--- src/rtl/bcd_rate_pkg.sv ---
// Package: shared constants, types and helpers for the BCD rate multiplier.
// Assumes a decimal decade (ten states) and a 4-bit BCD weight digit.
package bcd_rate_pkg;

    localparam int DECADE  = 10;
    localparam int RATE_W  = 4;
    localparam int CNT_W   = $clog2(DECADE);

    typedef logic [CNT_W-1:0]  count_t;
    typedef logic [DECADE-1:0] phase_mask_t;
    typedef logic [RATE_W-1:0] rate_t;

    // State sets owned by each weight bit, index 0 = weight 1.
    // Within any legal code the selected sets are disjoint; state 9 is never owned.
    localparam phase_mask_t PHASE_MASK [0:RATE_W-1] = '{
        10'b00_0001_0000,   // weight 1: state 4
        10'b00_0100_0010,   // weight 2: states 1,6
        10'b00_1010_0101,   // weight 4: states 0,2,5,7
        10'b01_1110_1111    // weight 8: states 0-3,5-8
    };

    // Fold codes above nine onto eight (even) or nine (odd).
    function automatic rate_t fold_rate(input rate_t code);
        rate_t folded;
        if (code > rate_t'(DECADE - 1))
            folded = {1'b1, {(RATE_W-2){1'b0}}, code[0]};
        else
            folded = code;
        return folded;
    endfunction

endpackage

--- src/rtl/bcd_decade_counter.sv ---
// Module: bcd_decade_counter
// Modulo-DECADE state counter with synchronous clear and preset to the
// last state. Clear outranks preset; both outrank advancing.
// Assumes advance is already qualified by enable and hold.
module bcd_decade_counter
    import bcd_rate_pkg::*;
#(
    parameter int STATES = DECADE,
    parameter int W      = CNT_W
) (
    input  logic         clk,
    input  logic         rst_n,
    input  logic         advance,
    input  logic         load_zero,
    input  logic         load_last,
    output logic [W-1:0] count,
    output logic         at_last
);

    localparam logic [W-1:0] LAST = W'(STATES - 1);

    logic [W-1:0] count_q;

    // State register: reset, loads, then wrap-around stepping.
    always_ff @(posedge clk) begin
        if (!rst_n)
            count_q <= '0;
        else if (load_zero)
            count_q <= '0;
        else if (load_last)
            count_q <= LAST;
        else if (advance)
            count_q <= (count_q == LAST) ? '0 : count_q + W'(1);
    end

    // Terminal-state decode.
    always_comb begin
        at_last = (count_q == LAST);
    end

    assign count = count_q;

endmodule

--- src/rtl/bcd_phase_decoder.sv ---
// Module: bcd_phase_decoder
// Folds the rate digit and tests whether the current counter state lies in
// the state set of any weight bit that the digit selects.
// Assumes count stays below DECADE.
module bcd_phase_decoder
    import bcd_rate_pkg::*;
#(
    parameter int RW = RATE_W,
    parameter int W  = CNT_W
) (
    input  logic [W-1:0]  count,
    input  logic [RW-1:0] rate,
    output logic          hit
);

    rate_t         code_eff;
    logic [RW-1:0] sel;

    // Saturate illegal BCD codes.
    always_comb begin
        code_eff = fold_rate(rate);
    end

    // One gate per weight bit against its owned states.
    for (genvar w = 0; w < RW; w++) begin : g_weight
        phase_mask_t mask_w;
        assign mask_w = PHASE_MASK[w];
        assign sel[w] = code_eff[w] & mask_w[count];
    end

    // Any selected weight owning this state fires.
    always_comb begin
        hit = |sel;
    end

endmodule

--- src/rtl/bcd_pulse_stage.sv ---
// Module: bcd_pulse_stage
// Registers the fire decision into a one-cycle pulse and its complement,
// then merges an external cascade stream onto both.
// Assumes fire is already gated by advance and strobe.
module bcd_pulse_stage (
    input  logic clk,
    input  logic rst_n,
    input  logic fire,
    input  logic cascade_in,
    output logic pulse_out,
    output logic pulse_out_n
);

    logic pulse_q;
    logic pulse_n_q;

    // True and complement registers, kept as separate flops.
    always_ff @(posedge clk) begin
        if (!rst_n) begin
            pulse_q   <= 1'b0;
            pulse_n_q <= 1'b1;
        end else begin
            pulse_q   <= fire;
            pulse_n_q <= ~fire;
        end
    end

    // Cascade merge in the same cycle.
    always_comb begin
        pulse_out   = pulse_q | cascade_in;
        pulse_out_n = pulse_n_q & ~cascade_in;
    end

endmodule

--- src/rtl/bcd_rate_mult.sv ---
// Module: bcd_rate_mult (top)
// One BCD digit of a rate multiplier: N pulses per ten advancing cycles.
// Assumes all inputs are synchronous to clk; chaining is done outside.
module bcd_rate_mult
    import bcd_rate_pkg::*;
(
    input  logic        clk,
    input  logic        rst_n,
    input  logic        clk_en,
    input  logic [3:0]  rate,
    input  logic        strobe,
    input  logic        cascade_in,
    input  logic        hold_in,
    input  logic        preset_nine,
    input  logic        clear,
    output logic        pulse_out,
    output logic        pulse_out_n,
    output logic        carry_out,
    output logic        nine_flag
);

    count_t count_q;
    logic   at_last;
    logic   advance;
    logic   hit;
    logic   fire;

    // Qualify a counted step: enabled, not held, no load pending.
    always_comb begin
        advance = clk_en & ~hold_in & ~clear & ~preset_nine;
        fire    = advance & ~strobe & hit;
    end

    bcd_decade_counter #(.STATES(DECADE), .W(CNT_W)) u_counter (
        .clk       (clk),
        .rst_n     (rst_n),
        .advance   (advance),
        .load_zero (clear),
        .load_last (preset_nine),
        .count     (count_q),
        .at_last   (at_last)
    );

    bcd_phase_decoder #(.RW(RATE_W), .W(CNT_W)) u_decoder (
        .count (count_q),
        .rate  (rate),
        .hit   (hit)
    );

    bcd_pulse_stage u_stage (
        .clk         (clk),
        .rst_n       (rst_n),
        .fire        (fire),
        .cascade_in  (cascade_in),
        .pulse_out   (pulse_out),
        .pulse_out_n (pulse_out_n)
    );

    // Chain and status flags from the terminal state.
    always_comb begin
        nine_flag = at_last;
        carry_out = at_last & ~hold_in;
    end

endmodule

--- config.mk ---
export PLATFORM = sky130hd
export DESIGN_NAME = bcd_rate_mult
export DESIGN_NICKNAME = d
export VERILOG_FILES = /design/src/rtl/bcd_rate_pkg.sv /design/src/rtl/bcd_decade_counter.sv /design/src/rtl/bcd_phase_decoder.sv /design/src/rtl/bcd_pulse_stage.sv /design/src/rtl/bcd_rate_mult.sv
export SDC_FILE = /design/constraint.sdc
export NUM_CORES = 1
export LEC_CHECK = 0
export ABC_CLOCK_PERIOD_IN_PS = 1900
export CAP_MARGIN = 5
export CORE_AREA = 3 3 40 42
export DETAILED_ROUTE_END_ITERATION = 10
export DIE_AREA = 0 0 43 45
export PLACE_DENSITY_LB_ADDON = 0.05
export SLEW_MARGIN = 20
export SYNTH_ARGS = -nofsm -noshare
export SYNTH_HDL_FRONTEND = slang
export SYNTH_SLANG_ARGS = --single-unit
--- constraint.sdc ---
create_clock -name clk -period 1.9 [get_ports clk]
set_input_delay 0.57 -clock clk [delete_from_list [all_inputs] [get_ports clk]]
set_output_delay 0.57 -clock clk [all_outputs]
set_load 0.005 [all_outputs]
Word-level counts from Yosys, hierarchy flattened
Memories as Yosys holds them, arrays and structs flattened.
Index checks and enable logic that the tools add are counted.
- logic and storage cells: 43
- bits in read-only memories: 64
- register bits: 6
- output and inout bits: 4
- memories kept: 4
- input bits: 12
- muxes and demuxes: 8
- add/subtract/negate cells: 1
- reductions and logical operators: 4
- $lt $le $gt $ge: 2
- equality and inequality tests: 1
- bitwise logic cells: 19
- memories (name ; words ; bits a word ; rd ports ; clocked after memory_dff ; write ports ; RTL line ; text):
    (no name shown) ; 16 ; 1 ; 1 ; 0 ; 0 ; bcd_phase_decoder.sv:28 ; assign sel[w] = code_eff[w] & mask_w[count];
    (no name shown) ; 16 ; 1 ; 1 ; 0 ; 0 ; bcd_phase_decoder.sv:28 ;
    (no name shown) ; 16 ; 1 ; 1 ; 0 ; 0 ; bcd_phase_decoder.sv:28 ;
    (no name shown) ; 16 ; 1 ; 1 ; 0 ; 0 ; bcd_phase_decoder.sv:28 ;
- operators with widths (operator ; count):
    $mux W4 ; 4
    $and A1 B1 Y1 ; 11
    $not A1 Y1 ; 7
    $lt A4 B5 Y1 const B ; 1
    $add A4 B1 Y4 const B ; 1
    $eq A4 B4 Y1 const B ; 1
    $gt A4 B4 Y1 const B ; 1
    $mux W1 ; 4
    $reduce_or A4 Y1 ; 1
    $reduce_or A3 Y1 ; 1
    $reduce_bool A2 Y1 ; 1
    $reduce_or A2 Y1 ; 1
    $or A1 B1 Y1 ; 1

Longest topological paths before layout
Gate-level depths: netlist of run 1.
- depth after elaboration: 7
- gate-level depth with buffers: 4
- gate-level depth less buffers: 3

Modules after synthesis
From an unflattened synthesis of run 1, not the netlist that was laid out.
- cells, all modules: 43
- area, all modules: 385.4 um2
- modules (own cells, without submodules) (module ; instances ; cells an instance ; area each (um2)):
    bcd_decade_counter ; 1 ; 22 ; 201.4
    bcd_phase_decoder ; 1 ; 12 ; 77.6
    bcd_pulse_stage ; 1 ; 6 ; 65.1
    bcd_rate_mult ; 1 ; 3 ; 41.3

Least setup slack after synthesis of run 1
OpenSTA, ideal clock, no wires.
- path kind: input to register
- from: in hold_in
- to: reg u_counter.count_q[2], in the netlist u_counter.count[2]
- arrival time: 1.614 ns
- path slack: 0.216 ns
- cell stages on the path: 3
- cells stage by stage: or4b_4 > or4_1 > a21oi_1
- cells in the longest elaborated chain, start to end: 4
- ends and longest elaborated chain (item ; RTL line ; text):
    start: declaration ; bcd_rate_mult.sv:13 ; input logic hold_in,
    $not A1 Y1 ; bcd_rate_mult.sv:30 ; advance = clk_en & ~hold_in & ~clear & ~preset_nine;
    $and A1 B1 Y1 (3 in series) ; bcd_rate_mult.sv:30 ;
    end signal: assignment ; bcd_decade_counter.sv:33 ; count_q <= (count_q == LAST) ? '0 : count_q + W'(1);
    end: declaration ; bcd_decade_counter.sv:22 ; logic [W-1:0] count_q;
No other way between the ends.
A chain may end at the register's enable or synchronous reset.

Worst setup path in the final report of run 1
- from: in preset_nine
- to: reg u_counter.count_q[2], in the netlist u_counter.count[2]
- cells in the longest elaborated chain, start to end: 2
- elaborated cells on any way between the ends: 3
- classes of those cells: 2 x bitwise; 1 x reduce/logical
- ends and longest elaborated chain (item ; RTL line ; text):
    start: declaration ; bcd_rate_mult.sv:14 ; input logic preset_nine,
    $not A1 Y1 ; bcd_rate_mult.sv:30 ;
    $and A1 B1 Y1 ; bcd_rate_mult.sv:30 ;
Several ways; a longest one is shown, not always the timed one.

==> results.toml, run 1 <==
[cells_and_area]
nets = 88
drive_gt1_share_pct = 33.8
stdcell_area_um2 = 692
syn_to_final_growth_pct = 72.8
diodes = 0
ff_latch_area_um2 = 120
n_fill_cell = 137
multiInputGateArea_um2 = 293

[global_routing]
grt_overflow = 0
antenna_found_initial = 0
grt_max_degree = 11
first_global_vias = 437
track_usage_pct = 12.9
grt_first_pass_wirelength_um = 1840

[detailed_routing]
vias_per_cell = 5.04
first_iter_violations = 11
wl_um = 1050
num_vias = 449
drcViolationCount = 0
ant_nets = 0
dr.pass1.iters = 2
wl_per_cell_um = 11.8

[timing]
tns_ns = 0
finalCritPeriodShare_pct = 97.8
slew-limit-headroom_pct = 76.2
min_period_ns = 1.86
finClkSkew_ns = 0.00287
rsz0062_at_grt = "true"
slew_violations = 0
clock.fmax_mhz = 538
hold_violations = 0
setup_viol = 0
whs_ns = 0.648
worst_pin_slew_ns = 0.348

[setup_path]
reg2regPathDepth = 4
crit_type = "in2reg"
arrival_ns = 2.03
required_ns = 2.07
crit_chain = "clkdlybuf4s50_1 -> or4b_4 -> or4_4 -> a21oi_2"
cp-end-kind = "flip-flop"
crit_fanout = 2
critPathSlowestCell = "or4b_4"
critPathMaxStageDelay_ns = 0.48
worst_setup_path_start_kind = "input pin"

[pwr]
total_power_uw = 310
power.leakage_nw = 0.283
p_per_area_mw_per_mm2 = 448
ir_drop_mv = 0.470
seqPwrFrac_pct = 42.5
pwr-share-clk_pct = 36.1
p_switching_uw = 68.6
combPwrFrac_pct = 21.4
internal_power_uw = 241
swShare_pct = 22.1

[clocking]
clkSinkCount = 6
cts_tree = "built"
clock_latency_ns = 0.24
cts_root_buf = "clkbuf_4"
path_clk_slew_ns = 0.04
htreeDepth = 1
numCtsBuffers = 3
cts_buffer_depth = 2

[placement]
dp_hpwl_um = 774
port_buffers = 15
place_congestion = 0.731
place_area_um2 = 636

[die]
coreArea_mm2 = 0.00128
initial_core_util_pct = 31.2
die_h_um = 45
rows = 13
fp.dieW_um = 43
design.die.area_mm2 = 0.00194
pin_count = 16

[synth]
ys_types = 28
yosysTopAreaCellShare_pct = 30.0
syn-cell-area_um2 = 400
syn-instance-count = 48
avgSynthCellArea_um2 = 8.34
netlist_top_cells_count = "dfxtp_1 (6), inv_1 (6), a21oi_1 (3), nand2b_1 (3), o21ai_0 (3)"
synth-async-reset-ratio_pct = 0
synth_seq_area_share_pct = 30.0
ys_warn_count = 0
synth_seq_cells = 6
synth.area.top_cells = "dfxtp_1 (30%), inv_1 (5.6%), nand2b_1 (4.7%)"
synthesis.nets = 60
yosys.area.top_type = "dfxtp_1"
synth_flop_cell = "dfxtp_1"
synth_edf_count = 0

[min_path]
hold_path_depth = 3
holdCritPathClass = "reg2reg"

[status]
outcome = "completed"

[run]
max_cap_violations = 0
power groups by stage:
stage               registers, mW  clock network, mW  logic [mW]
floorplan                   0.132                  0      0.0221
global placement            0.132                  0      0.0680
detailed placement          0.132                  0      0.0675
CTS                         0.131              0.117      0.0668
global route                0.131              0.129      0.0733
finish                      0.132              0.112      0.0662
area by class of cell:
cell class | instances | area share [%]
inverter | 6 | 3.25
sequential | 6 | 17.4
timing repair buffer | 25 | 31.1
tap | 15 | 2.71
clock buffer | 3 | 3.25
multi-input combinational | 34 | 42.3
path summary, 6_finish.rpt:
kind / endpoint / slack [ns] / start
max: u_counter.count[2] / 0.04 / preset_nine
min: u_counter.count[2] / 0.65 / u_counter.count[2]
max reg2reg: u_stage.pulse_q / 0.33 / u_counter.count[1]
min reg2reg: u_counter.count[2] / 0.65 / u_counter.count[2]
what timing repair did:
item                                    in CTS  in global routing
resized for setup                           17                  2
endpoints found under the setup margin       6                  3
hold endpoints to repair                     0                  0
buffers inserted                             0                  0
hold buffers                                 0                  0
pin swaps                                    1                  1
layout by cell type (no fill, tap or decap), drive strengths merged, types with 2 or more instances in the layout:
cell | synthesis | routed
dlygate4sd2 | 0 | 6
inv | 6 | 6
or2 | 2 | 2
a211o | 2 | 2
nor2 | 2 | 2
dfxtp | 6 | 6
a21oi | 3 | 3
nand2b | 3 | 3
clkbuf | 1 | 3
clkdlybuf4s50 | 0 | 7
a2111oi | 2 | 2
o21ai | 3 | 3
buf | 1 | 11
or4b | 2 | 2
registers in the layout, summed over array words and instances (netlist names):
signal and flops:
u_stage.pulse_q 1, u_stage.pulse_n_q 1, u_counter.count 4
layer usage:
metal / up-vias / track usage [%] / wire [um]
met4: 0 / 3.61 / 0
met5: - / 0 / 0
met2: 17 / 22.8 / 525
li1: 233 / - / -
met3: 0 / 5.98 / 96
met1: 199 / 14.1 / 433
critical path, delay by kind of cell:
kind	cells	cell delay, ns
buffers and inverters	1	0.42
AO/OA/AOI/OAI	1	0.12
AND/OR/NAND/NOR	2	0.91
logic make-up (layout without fill, tap and decap cells):
kind of cell / after synthesis / count (layout) / share of synthesized area, %
simple gates: 19 / 19 / 35.6
flops: 6 / 6 / 30.0
compound gates: 14 / 14 / 24.4
buf+inv: 8 / 34 / 7.81
xor+xnor: 1 / 1 / 2.19
through the flow:
step	worst slack, ns	std cells	util, %
final	0.0419	89	53.8
after floorplan	0.216	48	-
after global routing	-0.0384	89	53.8
after CTS	0.00906	89	53.3
after global placement	-0.381	86	49.5
after detailed placement	-0.388	86	49.5
Note: power is estimated with default switching activity, not from simulation.
==> run 2, diff against run 1 <==
--- a/config.mk
+++ b/config.mk
@@ -7,9 +7,9 @@
 export LEC_CHECK = 0
 export ABC_CLOCK_PERIOD_IN_PS = 1900
 export CAP_MARGIN = 5
-export CORE_AREA = 3 3 40 42
+export CORE_MARGIN = 3
+export CORE_UTILIZATION = 25
 export DETAILED_ROUTE_END_ITERATION = 10
-export DIE_AREA = 0 0 43 45
 export PLACE_DENSITY_LB_ADDON = 0.05
 export SLEW_MARGIN = 20
 export SYNTH_ARGS = -nofsm -noshare
==> run 2 against run 1 <==
Net effect:
- die area grew 9.4%
- design area is 4.2% lower
- cell count shrank 1.1%
- register-to-register slack improved by 0.05 ns
- sequential share of layout area rose by 0.75 points
- critical path depth unchanged
- non-clock buffer count shrank 1
- clock power increased by 4%
- sequential power about the same
- first-iteration DRC count decreased by 45%
- largest cell class unchanged
- critical path type unchanged
- global-route usage is essentially flat
- clock skew increased by 0.0026 ns
- highest routed layer is now met4
==> results.toml, run 2 (synthesis gave the netlist of run 1 again) <==
[timing]
slew_violations = 0
min_period_ns = 1.81
rsz0062_at_grt = "false"
clock.fmax_mhz = 553
finClkSkew_ns = 0.00547
setup_viol = 0
worst_pin_slew_ns = 0.363
finalCritPeriodShare_pct = 95.3
slew-limit-headroom_pct = 75.2
hold_violations = 0

[detailed_routing]
num_vias = 444
wl_met2_um = 508
vias_per_cell = 5.05
dr.pass1.iters = 4
drcViolationCount = 0
wl_per_cell_um = 12.3
dr.max_layer_used = "met4"
wl_um = 1080
wl_met1_um = 491
wl_met3_um = 68
ant_nets = 0
first_iter_violations = 6

[clocking]
clkSinkCount = 6
cts_buffer_depth = 2
path_clk_slew_ns = 0.04
cts_tree = "built"
clock_latency_ns = 0.24
htreeDepth = 1
numCtsBuffers = 3
cts_root_buf = "clkbuf_4"

[die]
design.die.area_mm2 = 0.00212
fp.dieW_um = 46.0
initial_core_util_pct = 28.6
pin_count = 16
coreArea_mm2 = 0.00140
die_h_um = 46.0
rows = 13

[global_routing]
grt_max_degree = 11
grt_overflow = 0
antenna_found_initial = 0
grt_first_pass_wirelength_um = 1900
track_usage_pct = 13.0
first_global_vias = 415

[setup_path]
crit_chain = "dlygate4sd2_1 -> or4b_4 -> or4_4 -> a21oi_2"
crit_fanout = 4
required_ns = 2.07
crit_type = "in2reg"
critPathSlowestCell = "or4b_4"
arrival_ns = 1.98
critPathMaxStageDelay_ns = 0.56
cp-end-kind = "flip-flop"
worst_setup_path_start_kind = "input pin"

[status]
outcome = "completed"

[cells_and_area]
diodes = 0
final_common_cell = "buf_4"
layout_common_cells = "buf_4 (9), dlygate4sd2_1 (7), inv_1 (6), clkdlybuf4s50_1 (6), dfxtp_1 (6)"
post-route-util_pct = 47.4
stdcell_area_um2 = 663
drive_gt1_share_pct = 28.8
largest_reg_flops = 4
syn_to_final_growth_pct = 65.6
multiInputGateArea_um2 = 273
ff_latch_area_um2 = 120
nets = 87
n_fill_cell = 131

[placement]
place_area_um2 = 621
dp_hpwl_um = 789
place_congestion = 0.804
port_buffers = 15

[pwr]
power.leakage_nw = 0.277
p_per_area_mw_per_mm2 = 468
total_power_uw = 310
ir_drop_mv = 0.328

[min_path]
holdCritPathClass = "reg2reg"

[run]
max_cap_violations = 0
[run 2: cell count changes in the layout (fill, tap and decap cells not counted), sizes merged]
cell / previous run / this run
buf: 11 / 10
clkdlybuf4s50: 7 / 6
dlygate4sd2: 6 / 7
[run 2: worst paths after layout]
kind	start	end	slack, ns	cells past startpoint
max	hold_in	u_counter.count[2]	0.09	4
min	u_counter.count[2]	u_counter.count[2]	0.66	3
max reg2reg	u_counter.count[1]	u_stage.pulse_q	0.38	4
min reg2reg	u_counter.count[2]	u_counter.count[2]	0.66	3
[run 2: critical path: cells and delay by family]
family                 cells  cell delay [ns]
AND/OR/NAND/NOR            2             1.00
buffers and inverters      1             0.27
AO/OA/AOI/OAI              1             0.15
[run 2: cell type report]
cell class              count  share of cell area [%]
flip-flops and latches      6                    18.1
multi-input cells          34                    41.1
well taps                  15                    2.83
repair buffers             24                    31.1
clock buffers               3                    3.40
inverters                   6                    3.40
[run 2: routing by layer]
metal	up-vias	global-route usage [%]
li1	231	-
met5	-	0
met2	14	18.7
met1	197	16.3
met3	2	6.32
met4	0	5.11
[run 2: through the flow]
step	worst slack (ns)	hold WS (ns)	setup TNS (ns)	instances
3_5_place_dp	-0.389	0.626	-2.06	84
2_1_floorplan	0.216	0.501	0	48
4_1_cts	0.0306	0.642	0	88
6_report	0.0902	0.656	0	88
3_3_place_gp	-0.381	0.626	-2.09	84
5_1_grt	0.0535	0.690	0	88
[run 2: what timing repair did]
| item | 4_1_cts | 5_1_grt |
|---|---|---|
| pin swaps | 1 | 2 |
| gates resized for setup | 14 | 1 |
| setup endpoints to repair | 6 | 1 |
| hold buffers | 0 | 0 |
| setup buffers | 1 | 0 |
[run 2: where the power goes]
group	total, mW	switching (mW)	leakage, nW	internal [mW]
registers	0.131	0.00248	0.0488	0.129
clock network	0.117	0.0456	0.0138	0.0714
logic	0.0618	0.0239	0.214	0.0379
==> run 3, diff against run 2 <==
--- a/config.mk
+++ b/config.mk
@@ -5,10 +5,11 @@
 export SDC_FILE = /design/constraint.sdc
 export NUM_CORES = 1
 export LEC_CHECK = 0
-export ABC_CLOCK_PERIOD_IN_PS = 1900
+export ABC_CLOCK_PERIOD_IN_PS = 1550
 export CAP_MARGIN = 5
 export CORE_MARGIN = 3
 export CORE_UTILIZATION = 25
+export CTS_CLUSTER_SIZE = 14
 export DETAILED_ROUTE_END_ITERATION = 10
 export PLACE_DENSITY_LB_ADDON = 0.05
 export SLEW_MARGIN = 20
==> constraint.sdc (replaced) <==
create_clock -name clk -period 1.55 [get_ports clk]
set_input_delay 0.465 -clock clk [delete_from_list [all_inputs] [get_ports clk]]
set_output_delay 0.465 -clock clk [all_outputs]
set_load 0.005 [all_outputs]
==> run 3 against run 2 <==
Net effect:
- non-clock buffer count rose by 4
- sequential power rose by 24%
- routed wire length is 6.6% lower
- clock-buffer cell count stayed put
- worst setup slack worse by 0.086 ns
- cell count is 4.5% higher
- clock skew decreased by 0.0034 ns
- design area grew 5.8%
- largest cell class unchanged
==> results.toml, run 3 (synthesis gave the netlist of run 1 again) <==
[clocking]
cts_tree = "built"
path_clk_slew_ns = 0.04
clkSinkCount = 6
htreeDepth = 1
cts_buffer_depth = 2
numCtsBuffers = 3
clock_latency_ns = 0.24
cts_root_buf = "clkbuf_4"

[detailed_routing]
num_vias = 454
drcViolationCount = 0
vias_per_cell = 4.93
ant_nets = 0
first_iter_violations = 1
wl_per_cell_um = 10.9
dr.pass1.iters = 3
wl_um = 1010

[setup_path]
worst_setup_path_start_kind = "input pin"
arrival_ns = 1.72
crit_fanout = 3
crit_type = "in2reg"
required_ns = 1.72
cp-end-kind = "flip-flop"

[cells_and_area]
diodes = 0
ff_latch_area_um2 = 121
post-route-util_pct = 50.2
multiInputGateArea_um2 = 298
nets = 91
n_fill_cell = 143
syn_to_final_growth_pct = 75.3
drive_gt1_share_pct = 45.5
layout_common_cells = "buf_4 (13), inv_1 (6), buf_2 (6)"
final_common_cell = "buf_4"
largest_reg_flops = 4

[pwr]
swShare_pct = 22.4
pwr-share-clk_pct = 35.7
seqPwrFrac_pct = 41.9
ir_drop_mv = 0.451
p_switching_uw = 86.4
p_per_area_mw_per_mm2 = 549
power.leakage_nw = 0.293
internal_power_uw = 299
combPwrFrac_pct = 22.4

[timing]
hold_violations = 0
worst_slack_ns = 0.00378
tns_ns = 0
min_period_ns = 1.55
whs_ns = 0.587
finClkSkew_ns = 0.00209
rsz0062_at_grt = "true"
finalCritPeriodShare_pct = 99.8
setup_viol = 0
slew_violations = 0
clock.fmax_mhz = 647
worst_pin_slew_ns = 0.303
slew-limit-headroom_pct = 79.5

[die]
initial_core_util_pct = 28.6
fp.dieW_um = 46.0
pin_count = 16
design.die.area_mm2 = 0.00212
rows = 13
coreArea_mm2 = 0.00140
die_h_um = 46.0

[global_routing]
track_usage_pct = 11.8
grt_max_degree = 11
antenna_found_initial = 0
grt_overflow = 0
grt_first_pass_wirelength_um = 1770
first_global_vias = 395

[min_path]
holdCritPathClass = "in2reg"

[run]
max_cap_violations = 0

[placement]
port_buffers = 15
dp_slack_ns = -0.567
dp_hpwl_um = 821
place_congestion = 0.768

[status]
outcome = "completed"
## run 3: cell count changes in the layout (fill, tap and decap cells not counted), moves of 2 or more
cell,previous run,this run
buf_2,1,6
a2111oi_2,0,2
a2111oi_0,2,0
buf_4,9,13
dlygate4sd2_1,7,2
clkdlybuf4s50_1,6,4
## run 3: final cells by class
class                   count  share of cell area, %
flip-flops and latches      6                   17.3
repair buffers             28                   31.2
multi-input cells          34                   42.4
well taps                  15                   2.67
clock buffers               3                   3.21
inverters                   6                   3.21
## run 3: metal layers
| metal | share of wire (%) | global-route usage [%] |
|---|---|---|
| met1 | 48 | 16.3 |
| met2 | 44 | 15.9 |
| met3 | 7.1 | 5.53 |
| met4 | 0.99 | 3.41 |
| met5 | 0 | 0 |
## run 3: worst paths after layout
kind	startpoint	to	slack, ns	cells past startpoint
max	hold_in	u_counter.count[2]	0.004	4
min	clear	u_counter.count[3]	0.59	3
max reg2reg	u_counter.count[2]	u_stage.pulse_n_q	0.10	5
min reg2reg	u_counter.count[2]	u_counter.count[2]	0.65	3
## run 3: what timing repair did
| action | CTS | global route |
|---|---|---|
| hold endpoints to repair | 0 | 0 |
| setup endpoints to repair | 10 | 5 |
| setup buffers | 1 | 1 |
| resized for setup | 38 | 9 |
| hold buffers | 0 | 0 |
| pin swaps | 4 | 2 |
## run 3: worst max-delay path: stages
cell     delay (ns)
buf_6          0.09
or4b_4         0.54
or4_4          0.49
a21oi_2        0.12
## run 3: metrics by stage
step	cell area [um2]	cells	power [mW]
after floorplan	400	48	0.189
after global placement	643	87	0.248
after detailed placement	643	87	0.247
after CTS	668	91	0.387
after global routing	702	92	0.415
final	702	92	0.386
## run 3: power groups by stage
stage / Sequential, mW / Clock [mW] / Combinational (mW)
after detailed placement: 0.162 / 0 / 0.0846
after global routing: 0.162 / 0.158 / 0.0954
final: 0.162 / 0.138 / 0.0863
after floorplan: 0.162 / 0 / 0.0271
after CTS: 0.161 / 0.145 / 0.0809
after global placement: 0.163 / 0 / 0.0856
